## src/rtl/nibport_pkg.sv

```systemverilog
package nibport_pkg;
   typedef enum logic [1:0] {
      NM_IN     = 2'b00,
      NM_OUT    = 2'b01,
      NM_ADDR   = 2'b10,
      NM_ALT_IN = 2'b11
   } nib_mode_e;

   typedef enum logic [1:0] {
      OH_IDLE,
      OH_WAIT_RDY,
      OH_WAIT_REL
   } oh_state_e;

   localparam int CFG_W  = 5;
   localparam int LO_LSB = 0;
   localparam int UP_LSB = 2;
   localparam int HS_BIT = 4;

   function automatic nib_mode_e norm_mode(input logic [1:0] f);
      return (f == 2'b11) ? NM_IN : nib_mode_e'(f);
   endfunction
endpackage

```

## src/rtl/nibport_sync.sv

```systemverilog
module nibport_sync #(
   parameter int   DEPTH   = 2,
   parameter logic RST_VAL = 1'b0
) (
   input  logic clk,
   input  logic rst_n,
   input  logic d,
   output logic q
);
   generate
      if (DEPTH < 1) begin : g_bad_depth
         $error("nibport_sync: DEPTH must be at least 1");
      end
   endgenerate

   logic [DEPTH-1:0] stg;

   generate
      if (DEPTH == 1) begin : g_single
         always_ff @(posedge clk or negedge rst_n) begin
            if (!rst_n) stg <= RST_VAL;
            else        stg <= d;
         end
      end else begin : g_chain
         always_ff @(posedge clk or negedge rst_n) begin
            if (!rst_n) stg <= {DEPTH{RST_VAL}};
            else        stg <= {stg[DEPTH-2:0], d};
         end
      end
   endgenerate

   assign q = stg[DEPTH-1];
endmodule

```

## src/rtl/nibport_lane.sv

```systemverilog
module nibport_lane
   import nibport_pkg::*;
#(
   parameter int NIB_W  = 4,
   parameter bit PU_OPT = 1'b1
) (
   input  nib_mode_e        mode,
   input  logic [NIB_W-1:0] data_bits,
   input  logic [NIB_W-1:0] addr_bits,
   output logic [NIB_W-1:0] pin_out,
   output logic [NIB_W-1:0] pin_oe,
   output logic [NIB_W-1:0] pu_en
);
   always_comb begin
      unique case (mode)
         NM_OUT: begin
            pin_out = data_bits;
            pin_oe  = '1;
         end
         NM_ADDR: begin
            pin_out = addr_bits;
            pin_oe  = '1;
         end
         default: begin
            pin_out = '0;
            pin_oe  = '0;
         end
      endcase
   end

   generate
      if (PU_OPT) begin : g_pu
         assign pu_en = ~pin_oe;
      end else begin : g_no_pu
         assign pu_en = '0;
      end
   endgenerate
endmodule

```

## src/rtl/nibport_hs.sv

```systemverilog
module nibport_hs
   import nibport_pkg::*;
(
   input  logic clk,
   input  logic rst_n,
   input  logic out_hs,
   input  logic in_hs,
   input  logic data_wr,
   input  logic rd_strobe,
   input  logic dav_sync,
   input  logic rdy_sync,
   output logic wr_accept,
   output logic latch_en,
   output logic dav_n_out,
   output logic rdy_out
);
   oh_state_e o_state;
   logic      dav_q;
   logic      in_full;
   logic      dav_fall;

   assign wr_accept = data_wr && (!out_hs || o_state == OH_IDLE);
   assign dav_n_out = (o_state != OH_WAIT_RDY);

   always_ff @(posedge clk or negedge rst_n) begin
      if (!rst_n) begin
         o_state <= OH_IDLE;
      end else if (!out_hs) begin
         o_state <= OH_IDLE;
      end else begin
         unique case (o_state)
            OH_IDLE:     if (data_wr)   o_state <= OH_WAIT_RDY;
            OH_WAIT_RDY: if (rdy_sync)  o_state <= OH_WAIT_REL;
            OH_WAIT_REL: if (!rdy_sync) o_state <= OH_IDLE;
            default:                    o_state <= OH_IDLE;
         endcase
      end
   end

   assign dav_fall = dav_q && !dav_sync;
   assign latch_en = in_hs && !in_full && dav_fall;
   assign rdy_out  = !in_full;

   always_ff @(posedge clk or negedge rst_n) begin
      if (!rst_n) begin
         dav_q   <= 1'b1;
         in_full <= 1'b0;
      end else begin
         dav_q <= dav_sync;
         if (!in_hs)                  in_full <= 1'b0;
         else if (latch_en)           in_full <= 1'b1;
         else if (in_full && rd_strobe) in_full <= 1'b0;
      end
   end
endmodule

```

## src/rtl/nibport.sv

```systemverilog
module nibport
   import nibport_pkg::*;
#(
   parameter int       NIB_W       = 4,
   parameter int       SYNC_DEPTH  = 2,
   parameter bit [1:0] PULLUP_MASK = 2'b11
) (
   input  logic              clk,
   input  logic              rst_n,
   input  logic              wr_en,
   input  logic              wr_sel,
   input  logic [2*NIB_W-1:0] wr_data,
   input  logic              rd_strobe,
   output logic [2*NIB_W-1:0] rd_data,
   input  logic [2*NIB_W-1:0] addr_nib,
   input  logic [2*NIB_W-1:0] pad_in,
   output logic [2*NIB_W-1:0] pad_out,
   output logic [2*NIB_W-1:0] pad_oe,
   output logic [2*NIB_W-1:0] pullup_en,
   input  logic              dav_n_in,
   output logic              dav_n_out,
   output logic              dav_oe,
   input  logic              rdy_in,
   output logic              rdy_out,
   output logic              rdy_oe
);
   localparam int NUM_NIB = 2;
   localparam int PW      = NUM_NIB * NIB_W;

   generate
      if (PW < CFG_W) begin : g_bad_width
         $error("nibport: port too narrow to hold the configuration word");
      end
      if (SYNC_DEPTH < 1) begin : g_bad_sync
         $error("nibport: SYNC_DEPTH must be at least 1");
      end
   endgenerate

   logic [CFG_W-1:0] mode_reg;
   logic [PW-1:0]    data_reg;
   logic [PW-1:0]    in_reg;
   nib_mode_e        up_m, lo_raw, lo_m;
   nib_mode_e        lane_mode [NUM_NIB];
   logic             hs_act, out_hs, in_hs;
   logic             dav_sync, rdy_sync;
   logic             data_wr, wr_accept, latch_en;

   // configuration decode
   assign up_m   = norm_mode(mode_reg[UP_LSB +: 2]);
   assign lo_raw = norm_mode(mode_reg[LO_LSB +: 2]);
   assign hs_act = mode_reg[HS_BIT] && (up_m != NM_ADDR);
   assign lo_m   = hs_act ? up_m : lo_raw;
   assign out_hs = hs_act && (up_m == NM_OUT);
   assign in_hs  = hs_act && (up_m == NM_IN);
   assign lane_mode[0] = lo_m;
   assign lane_mode[1] = up_m;

   assign data_wr = wr_en && wr_sel;

   always_ff @(posedge clk or negedge rst_n) begin
      if (!rst_n) begin
         mode_reg <= '0;
         data_reg <= '0;
      end else begin
         if (wr_en && !wr_sel) mode_reg <= wr_data[CFG_W-1:0];
         if (wr_accept)        data_reg <= wr_data;
      end
   end

   always_ff @(posedge clk or negedge rst_n) begin
      if (!rst_n)      in_reg <= '0;
      else if (!in_hs) in_reg <= pad_in;
      else if (latch_en) in_reg <= pad_in;
   end
   assign rd_data = in_reg;

   // per-nibble pin muxes
   genvar gi;
   generate
      for (gi = 0; gi < NUM_NIB; gi++) begin : g_lane
         nibport_lane #(
            .NIB_W  (NIB_W),
            .PU_OPT (PULLUP_MASK[gi])
         ) lane_i (
            .mode      (lane_mode[gi]),
            .data_bits (data_reg[gi*NIB_W +: NIB_W]),
            .addr_bits (addr_nib[gi*NIB_W +: NIB_W]),
            .pin_out   (pad_out[gi*NIB_W +: NIB_W]),
            .pin_oe    (pad_oe[gi*NIB_W +: NIB_W]),
            .pu_en     (pullup_en[gi*NIB_W +: NIB_W])
         );
      end
   endgenerate

   // handshake pins
   nibport_sync #(.DEPTH(SYNC_DEPTH), .RST_VAL(1'b1)) dav_sync_i (
      .clk (clk), .rst_n (rst_n), .d (dav_n_in), .q (dav_sync)
   );
   nibport_sync #(.DEPTH(SYNC_DEPTH), .RST_VAL(1'b0)) rdy_sync_i (
      .clk (clk), .rst_n (rst_n), .d (rdy_in), .q (rdy_sync)
   );

   nibport_hs hs_i (
      .clk       (clk),
      .rst_n     (rst_n),
      .out_hs    (out_hs),
      .in_hs     (in_hs),
      .data_wr   (data_wr),
      .rd_strobe (rd_strobe),
      .dav_sync  (dav_sync),
      .rdy_sync  (rdy_sync),
      .wr_accept (wr_accept),
      .latch_en  (latch_en),
      .dav_n_out (dav_n_out),
      .rdy_out   (rdy_out)
   );

   assign dav_oe = out_hs;
   assign rdy_oe = in_hs;
endmodule

```

## config.mk

```make
export PLATFORM = sky130hd
export DESIGN_NAME = nibport
export DESIGN_NICKNAME = d
export VERILOG_FILES = /design/src/rtl/nibport_pkg.sv /design/src/rtl/nibport_sync.sv /design/src/rtl/nibport_lane.sv /design/src/rtl/nibport_hs.sv /design/src/rtl/nibport.sv
export SDC_FILE = /design/constraint.sdc
export NUM_CORES = 1
export LEC_CHECK = 0
export BUFFER_PORTS_ARGS = -buffer_cell sky130_fd_sc_hd__buf_2
export CAP_MARGIN = 40
export CELL_PAD_IN_SITES_DETAIL_PLACEMENT = 2
export CELL_PAD_IN_SITES_GLOBAL_PLACEMENT = 2
export CORE_ASPECT_RATIO = 0.75
export CORE_MARGIN = 2
export CORE_UTILIZATION = 28
export DETAILED_ROUTE_END_ITERATION = 10
export GPL_TIMING_DRIVEN = 1
export PLACE_DENSITY = 0.79
export SETUP_SLACK_MARGIN = 0.05
export SLEW_MARGIN = 20
export SYNTH_ARGS = -nofsm -noshare
export SYNTH_HDL_FRONTEND = slang
export SYNTH_SLANG_ARGS = --single-unit
```

## constraint.sdc

```tcl
create_clock -name clk -period 2.2 [get_ports clk]
set_input_delay 0.11 -clock clk [delete_from_list [all_inputs] [get_ports clk]]
set_output_delay 0.11 -clock clk [all_outputs]
set_load 0.05 [all_outputs]
```

# Yosys cells after proc, flatten, opt, wreduce, memory -nomap -nowiden
# Cells that the tools add are included.
# op_classes
n_eq_ne,15
mux,17
n_bitwise,2
n_reduce_logical,20
# op_table
op,count
2-to-1 mux 8 bit,2
case mux 4 bit (2 select lines),2
2-to-1 mux 2 bit,7
"inequality test 3 bit, second input constant",4
"equality test 2 bit, second input constant",5
logical AND 1 bit,10
2-to-1 mux 4 bit,2
NOT 4 bit,2
"equality test 2 x 1 -> 1 bit, second input constant",3
case mux 2 bit (3 select lines),1
zero test 1 bit,4
zero test 2 bit,2
"inequality test 2 bit, second input constant",2
OR reduction 2 bit,2
2-to-1 mux 1 bit,3
AND reduction 3 bit,1
"inequality test 2 x 1 -> 1 bit, second input constant",1
logical OR 1 bit,1
# totals
reg_bits,29
in_bits,31
elab_cells,62

# Logic depth before layout (Yosys ltp)
# Gate-level depths: netlist of the first run.
# logic_depth
depth_word,9
depth_mapped,8
depth_no_buf,8

# Hierarchy
# A second synthesis of the first run with hierarchy kept.
# unflattened
cells_unflattened,117
area_unflattened_um2,1466.4
# modules_own_cells
mod,instances,cells_each,area_each_um2
nibport,1,58,924.6
nibport_lane,2,19,126.4
nibport_hs,1,17,186.4
nibport_sync (dav_sync_i),1,2,52.6
nibport_sync (rdy_sync_i),1,2,50.0

# Worst setup path after synthesis of the first run
# No wires, ideal clock.
# synth_path
path_type,reg-to-output
from,register mode_reg[2]
to,output port pad_oe[1]
t_arrival_ns,2.688
setup_slack_ns,-0.598
stages_incl_launch_ff,8
path_cell_list,dfrtp_1 > inv_1 > ha_1 > or2b_2 > mux2_4 > ha_1 > inv_1 > buf_4
# synth_via
elab_chain_cells,8
# synth_lines
element,line_no,text
"start, declared",nibport.sv:39,logic [CFG_W-1:0] mode_reg;
"start signal, assigned",nibport.sv:65,if (wr_en && !wr_sel) mode_reg <= wr_data[CFG_W-1:0];
equality test 2 bit,nibport_pkg.sv:21,return (f == 2'b11) ? NM_IN : nib_mode_e'(f);
2-to-1 mux 2 bit *,nibport_pkg.sv:21,
inequality test 2 bit,nibport.sv:51,assign hs_act = mode_reg[HS_BIT] && (up_m != NM_ADDR);
logical AND 1 bit,nibport.sv:51,
2-to-1 mux 2 bit *,nibport.sv:52,assign lo_m = hs_act ? up_m : lo_raw;
equality test 2 x 1 -> 1 bit / equality test 2 bit (equally long branches),nibport_lane.sv:15,unique case (mode)
OR reduction 2 bit (no line) *,n/a,
2-to-1 mux 4 bit *,nibport_lane.sv:15,
"end, declared",nibport.sv:18,"output logic [2*NIB_W-1:0] pad_oe,"
# Every way passes the cells marked *; elsewhere a longest branch is shown, timed or not.

# Final worst setup path of the first run
# layout_path
from,register mode_reg[3]
to,output port pad_out[1]
# layout_via
elab_chain_cells,7
# layout_lines
element,line_no,text
equality test 2 bit,nibport_pkg.sv:21,
2-to-1 mux 2 bit *,nibport_pkg.sv:21,
inequality test 2 bit,nibport.sv:51,
logical AND 1 bit,nibport.sv:51,
2-to-1 mux 2 bit *,nibport.sv:52,
equality test 2 bit / equality test 2 x 1 -> 1 bit (equally long branches),nibport_lane.sv:15,
case mux 4 bit (2 select lines) *,nibport_lane.sv:15,
"end, declared",nibport.sv:17,"output logic [2*NIB_W-1:0] pad_out,"
# Marked as above.

==> summary.txt, run 1 <==
Route
  • Drt pass-1 iters: 4
  • Wire per inst: 17.9 um
  • DRC viols: 0
  • Detail Route Antenna Nets: 0
  • 1st-iter DRT viols: 51
  • Routed vias/inst: 4.66
  • Routed vias: 1,165
  • Post-Route WL: 4460 um

Clock tree
  • Maximum clock path buffer count: 2
  • Clk sinks: 29
  • CTS Buf Count: 5
  • H-tree Lvls: 2
  • TritonCTS clock tree: built
  • Clock latency on the worst-skew pair: between 0.2 and 0.3 ns
  • Clock root buffer: clkbuf_8
  • Clock slew seen by the registers of the worst setup and hold paths: 0.06 ns

Worst setup path
  • CP max FO: 6
  • CP Data Arrival Time: 2.15 ns
  • Crit-path slowest cell: dfrtp_1
  • Crit-path max cell delay: 0.43 ns
  • RR Startpoint: mode_reg[3]$_DFFE_PN0P_
  • R2R Path End: rd_data[7]$_DFFE_PN0P_
  • Crit path capture type: primary output
  • WP depth: 7
  • WS Path Type: flop to primary output
  • Cell count of the worst reg-to-reg path: 5
  • Setup crit start kind: flop
  • Crit. Startpoint: mode_reg[3]$_DFFE_PN0P_
  • CP top delay family: adder cells
  • FF-to-FF setup slack: 0.18 ns
  • Crit-path cells: ha_4 -> or2b_4 -> mux2_4 -> ha_4 -> buf_8 -> nor2_4 -> buf_8
  • Critical path capture point: pad_out[1]
  • CP Data Required Time: 2.09 ns
  • Buf/Inv on CP: 2

STA
  • Final worst slack: -0.0587 ns
  • Final period util: 103%
  • Hold Fails Final Rpt: 0
  • Total negative slack: -0.419 ns
  • Least-Margin Pin Slew: 0.701 ns
  • Final Skew: 0.00750 ns
  • Clock period minus worst slack: 2.26 ns
  • Setup repair after global routing missed its margin: true
  • Final setup vio count: 9
  • Fin. max-slew vios: 0
  • Relative slew margins: 53.1%
  • Fmax: approximately 440 MHz

Synth
  • Mean area per synthesized cell: roughly 12 sq um
  • Post-synthesis sequential area ratio: 50.6%
  • Synth top area share: 45.1%
  • Synth Instances: 120
  • Post-synthesis register bit count: 29
  • Mapped cell area: 1440 sq um
  • Yosys cell types: 24
  • Syn nets: about 160
  • Synth area leader: dfrtp_1
  • Synth area leaders: dfrtp_1 (45%), mux2_2 (15%), buf_4 (6.2%), dfstp_2 (5.5%), ha_1 (5.2%)
  • Syn. warnings: 0

Global route
  • Largest net degree at the start of global routing: 30
  • Met2 usage: 30.3%
  • Initial antenna violation count: 0
  • Most Used Layer, Global Route: met2
  • Number of global-route vias before repair: 1,342
  • Total GRT Usage: 16.8%
  • First-pass GRT wire length: 7160 um
  • M3 GR Usage: 4.00%
  • Total gr overflow: 0
  • GR Util met1: 19.3%

Power
  • NetSw: 1070 uW
  • Reg power frac: 28.5%
  • Pwr dens: 1090 nW/um^2
  • Worst IR drop on VDD: between 200 and 300 uV
  • Part of the power in the clock network: 18.6%
  • Lkg Pwr: a little under 0.001 uW
  • Sw frac: 47.5%
  • Comb pwr share: a little over half
  • Pint: ~1200 uW

Floorplan
  • Full die area: 5750 sq um
  • Row count: 22
  • Starting Density: 29.3%
  • Width of the die: 86.9 um
  • Core Region: ~4900 sq um
  • Die Ht: between 60 and 70 um
  • # IOs: 67

Placed design
  • # placed instances: 233
  • I/O Buffers: 66
  • Detailed-placement wirelength estimate: 3240 um
  • Placer congestion estimate: 0.679
  • Pre-CTS WS: 0.114 ns

Finish
  • Cell Count, Final, Fillers Out: 250
  • Final #Nets: between 200 and 250
  • Fill cells: just over 500
  • Area growth, synth to finish: 43.4%
  • Share of cells above drive strength 1: 63.2%
  • Antenna cells: 0
  • Final core occ: 42.0%

Hold path
  • Hold Path Class: primary input to flop

Run
  • MaxCap Viol Count: 0

Run status
  • Failing checks: negative setup slack
  • Outcome: finished, violations left
logic make-up (layout without fill, tap and decap cells):
logic type               Yosys count  in the layout  synth area share, %
buffers and inverters             22             92                 8.85
adder cells (fa/ha/maj)            6              6                 5.20
AND/OR/NAND/NOR                   27             27                 10.1
flip-flops                        29             29                 50.6
AO/OA/AOI/OAI                     16             16                 9.45
multiplexers                      20             20                 15.9
cell usage after synthesis (all sizes together):
| cell | count |
|---|---|
| nand3b | 3 |
| nand2 | 6 |
| nor2b | 3 |
| a22oi | 8 |
| ha | 6 |
| a2bb2oi | 1 |
| inv | 9 |
| a21oi | 1 |
| o22ai | 1 |
| dfstp | 3 |
| or2b | 1 |
| clkbuf | 1 |
| mux2 | 20 |
| and2 | 2 |
| o21bai | 1 |
| dfrtp | 26 |
| a211oi | 1 |
| buf | 12 |
| o21ai | 2 |
| a211o | 1 |
| nand2b | 1 |
| nor2 | 11 |
metal layers:
metal  share of wire, %  vias up
met5                  0        -
met1                 41      582
met2                 54       40
li1                   -      534
met4                1.5        0
met3                4.0        9
cells in the final DEF, fill, tap and decap left out, drive strengths merged, types with 2 or more instances in the layout:
| master | Yosys | layout |
|---|---|---|
| nand2 | 6 | 6 |
| nand3b | 3 | 3 |
| and2 | 2 | 2 |
| clkbuf | 1 | 6 |
| inv | 9 | 8 |
| nor2 | 11 | 11 |
| o21ai | 2 | 2 |
| mux2 | 20 | 20 |
| dfstp | 3 | 3 |
| dfrtp | 26 | 26 |
| a22oi | 8 | 8 |
| buf | 12 | 72 |
| dlygate4sd3 | 0 | 3 |
| nor2b | 3 | 3 |
| ha | 6 | 6 |
| clkinv | 0 | 2 |
through the flow:
stage               instance area (sq um)  hold slack, ns  total power [uW]
finish                               2070          0.0645              2260
detailed placement                   1800           0.185              1690
global route                         2070          0.0566              2360
floorplan                            1510          -0.186              1570
CTS                                  2040          0.0532              2230
global placement                     1800           0.158              1650
final cells by class:
cell class / instances / area, sq um / share of cell area (%)
Inverter: 9 / 37.5 / 1.81
Timing Repair Buffer: 75 / 465 / 22.5
Clock inverter: 2 / 10.0 / 0.484
Clock buffer: 6 / 72.6 / 3.51
Multi-Input combinational cell: 69 / 678 / 32.8
Sequential cell: 29 / 729 / 35.3
Tap cell: 60 / 75.1 / 3.63
power groups by stage:
stage	Sequential, uW	Combinational [uW]	Clock, uW
6_report	645	1200	422
5_1_grt	654	1250	458
4_1_cts	645	1150	437
3_5_place_dp	654	1030	0
3_3_place_gp	648	998	0
2_1_floorplan	714	860	0
worst min path at each step:
stage / start / depth (start not counted) / end / slack [ns]
2_1_floorplan: rst_n / 0 / data_reg[0]$_DFFE_PN0P_ / -0.19
3_3_place_gp: rst_n / 1 / rd_data[2]$_DFFE_PN0P_ / 0.16
3_5_place_dp: rst_n / 1 / rd_data[6]$_DFFE_PN0P_ / 0.19
4_1_cts: pad_in[2] / 2 / rd_data[2]$_DFFE_PN0P_ / 0.05
5_1_grt: pad_in[6] / 2 / rd_data[6]$_DFFE_PN0P_ / 0.06
6_report: pad_in[2] / 2 / rd_data[2]$_DFFE_PN0P_ / 0.06
what timing repair did:
item / 4_1_cts / 5_1_grt
endpoints found under the hold margin: 28 / 0
pin swaps: 6 / 0
hold buffers: 3 / 0
buffers inserted: 4 / 2
setup endpoints to repair: 12 / 20
gates resized for setup: 26 / 6
(Power assumes the default switching activity.)
==> inputs of run 2 (changes only) <==
- PLACE_DENSITY: 0.79 -> 0.78
- SYNTH_HIERARCHICAL: unset -> 1
==> run 2 against run 1 <==
  * The run now ends clean
  * First-iteration DRC count is 49% lower
  * Register-to-register slack worse by 0.03 ns
  * Final area is 0.91% lower
  * Core utilization is 0.84 points lower
  * Synthesized cell count is 2.5% lower
  * Largest power group unchanged
==> summary.txt, run 2 <==
Placed design
  • Detailed-placement wirelength estimate: 2890 um
  • Placer congestion estimate: 0.683
  • I/O Buffers: 66

Synth
  • Synth area leaders: dfrtp_1 (44%), mux2_2 (11%), mux2_4 (8.2%), buf_4 (6.1%), ha_1 (6.0%)
  • Post-synthesis register bit count: 29
  • Async set-or-reset flop fraction in the synthesized netlist: 100%
  • Synth area leader: dfrtp_1
  • Most numerous cell in the Yosys netlist: dfrtp_1
  • Synth Instances: 117
  • Yosys cell types: 23
  • Main synth FF type: dfrtp_1
  • Synth top area share: 44.4%
  • Syn nets: between 150 and 200
  • Post-synth EDFFs: 0
  • Mapped cell area: 1470 sq um
  • Syn. warnings: 6
  • Post-synthesis sequential area ratio: between 40% and 50%
  • Commonest cells in the synthesized netlist: dfrtp_1 (26), mux2_2 (14), buf_4 (12)
  • Mean area per synthesized cell: 12.5 sq um

Worst setup path
  • Crit-path cells: ha_4 -> nor2b_4 -> mux2_4 -> inv_2 -> ha_4 -> clkinvlp_4 -> buf_4
  • RR Startpoint: mode_reg[2]$_DFFE_PN0P_
  • Buf/Inv on CP: 3
  • Crit-path most repeated cell: ha_4
  • Crit-path slowest cell: dfrtp_2
  • Setup crit start kind: flop
  • Crit path capture type: primary output
  • Cell count of the worst reg-to-reg path: 8
  • CP max FO: 9
  • WP depth: 7
  • WS Path Type: flop to primary output
  • Crit. Startpoint: mode_reg[3]$_DFFE_PN0P_
  • Crit-path max cell delay: 0.44 ns
  • CP Data Required Time: 2.09 ns
  • Critical path capture point: pad_oe[1]
  • FF-to-FF setup slack: roughly 0.15 ns
  • R2R Path End: rd_data[2]$_DFFE_PN0P_
  • CP top delay family: flip-flops
  • CP Data Arrival Time: between 2 and 2.5 ns

STA
  • Final Skew: around 0.0032 ns
  • Fmax: 471 MHz
  • Hold Fails Final Rpt: 0
  • Fin. max-slew vios: 0
  • Relative slew margins: 56.1%
  • Total negative slack: 0 ns
  • Least-Margin Pin Slew: 0.658 ns
  • Final setup vio count: 0
  • Clock period minus worst slack: 2.12 ns
  • Final period util: 96.5%
  • Final Hold Slack: 0.0427 ns
  • Setup repair after global routing missed its margin: true

Clock tree
  • Maximum clock path buffer count: 2
  • H-tree Lvls: 2
  • TritonCTS clock tree: built
  • Clk sinks: 29
  • Clock slew seen by the registers of the worst setup and hold paths: about 0.06 ns
  • Clock latency on the worst-skew pair: 0.28 ns
  • Clock root buffer: clkbuf_8
  • CTS Buf Count: 5

Route
  • DRC viols: 0
  • Wire per inst: 14.5 um
  • 1st-iter DRT viols: 26
  • Post-Route WL: 3680 um
  • Drt pass-1 iters: 4
  • Routed vias: between 1k and 1.5k
  • Detail Route Antenna Nets: 0
  • Routed vias/inst: 4.31

Floorplan
  • Starting Density: 29.4%
  • Core Region: around 5000 sq um
  • Row count: 22
  • Width of the die: approximately 90 um
  • Die Ht: around 67 um
  • # IOs: 67
  • Full die area: 5840 sq um

Global route
  • Largest net degree at the start of global routing: 30
  • Initial antenna violation count: 0
  • Met2 usage: roughly 22%
  • First-pass GRT wire length: 5960 um
  • Number of global-route vias before repair: 1,197
  • GR Util met1: 17.4%
  • Total GRT Usage: 13.9%
  • Most Used Layer, Global Route: met2
  • M3 GR Usage: roughly 3.1%
  • Total gr overflow: 0

Run status
  • Outcome: complete, no violations

Power
  • Pwr dens: about 1100 nW/um^2
  • Worst IR drop on VDD: approximately 440 uV
  • Lkg Pwr: 0.000955 uW

Finish
  • Commonest non-fill, non-tap cell in the layout: buf_2
  • Antenna cells: 0
  • Area growth, synth to finish: 39.8%
  • Commonest cells after routing, fill and taps aside: buf_2 (53), dfrtp_1 (25), mux2_2 (13)
  • Multi-input gate area: roughly 680 sq um
  • Share of cells above drive strength 1: between 60% and 70%
  • Seq. cell area: 731 sq um
  • Final core occ: 41.1%
  • Fill cells: 512
  • Final #Nets: about 220

Hold path
  • Hold Path Class: primary input to flop
  • Hold path cells: 2
  • Hold Path Origin: rd_strobe

Run
  • MaxCap Viol Count: 0
## run 2: changes by cell type after synthesis, moves of 2 or more
cell	previous run	this run
mux2_4	1	8
mux2_2	19	14
nand2_1	6	2
nor2_1	11	8
and2_1	2	4
and4bb_1	0	2
nand3b_1	2	0
o21ai_0	2	0
## run 2: worst min-delay path by stage
stage                                to  slack (ns)
2_1_floorplan   data_reg[0]$_DFFE_PN0P_       -0.19
3_3_place_gp     rd_data[4]$_DFFE_PN0P_        0.16
3_5_place_dp     rd_data[4]$_DFFE_PN0P_        0.18
4_1_cts        hs_i/in_full$_DFFE_PN0P_        0.04
5_1_grt        hs_i/in_full$_DFFE_PN0P_        0.05
6_report       hs_i/in_full$_DFFE_PN0P_        0.04
## run 2: worst register-to-register path, cell delays in order, from the launching register on
cell	delay [ns]
dfrtp_1	0.38
inv_1	0.11
ha_4	0.17
nor2b_4	0.05
and2_2	0.21
and4bb_1	0.22
and4bb_1	0.27
buf_4	0.20
mux2_4	0.32
## run 2: cells by family (layout without fill, tap and decap cells)
family                     after synthesis  after routing  share of synthesized area (%)
and+or+nand+nor                         23             23                           9.22
DFF                                     29             29                           49.7
adders and majority gates                7              7                           5.97
buffers and inverters                   24             88                           9.81
muxes                                   22             22                           18.9
AOI/OAI and AO/OA                       12             12                           6.31
## run 2: layout make-up
type	instances	share of cell area, %
repair buffers	71	20.6
multi-input cells	64	33.1
inverters	10	2.01
clock buffers	7	4.21
well taps	72	4.40
flip-flops and latches	29	35.7
## run 2: repair_timing
| item | 4_1_cts | 5_1_grt |
|---|---|---|
| endpoints found under the setup margin | 20 | 15 |
| hold buffers | 3 | 0 |
| endpoints found under the hold margin | 28 | 0 |
| pin swaps | 0 | 0 |
| gates resized for setup | 12 | 15 |
| gates cloned | 0 | 0 |
| setup buffers | 1 | 0 |
## run 2: through the flow
stage                     power (uW)  setup slack [ns]  cell area (sq um)  cells
after global routing            2310           -0.0142               2050    253
after detailed placement        1700            0.0568               1830    242
after CTS                       2200            0.0186               2010    253
after global placement          1680             0.191               1830    242
final                           2200            0.0759               2050    253
after floorplan                 1600            0.0392               1540    117
## run 2: report_power, final
group          total (uW)  switching [uW]  internal (uW)
sequential            648            43.6            604
combinational        1110             773            341
clock                 440             192            247
total                2200            1010           1190
## run 2: routing by layer
layer / vias to the layer above / part of all wire [%]
met1: 544 / 43
met3: 7 / 5.2
met5: - / 0
li1: 506 / -
met2: 33 / 49
met4: 0 / 2.2
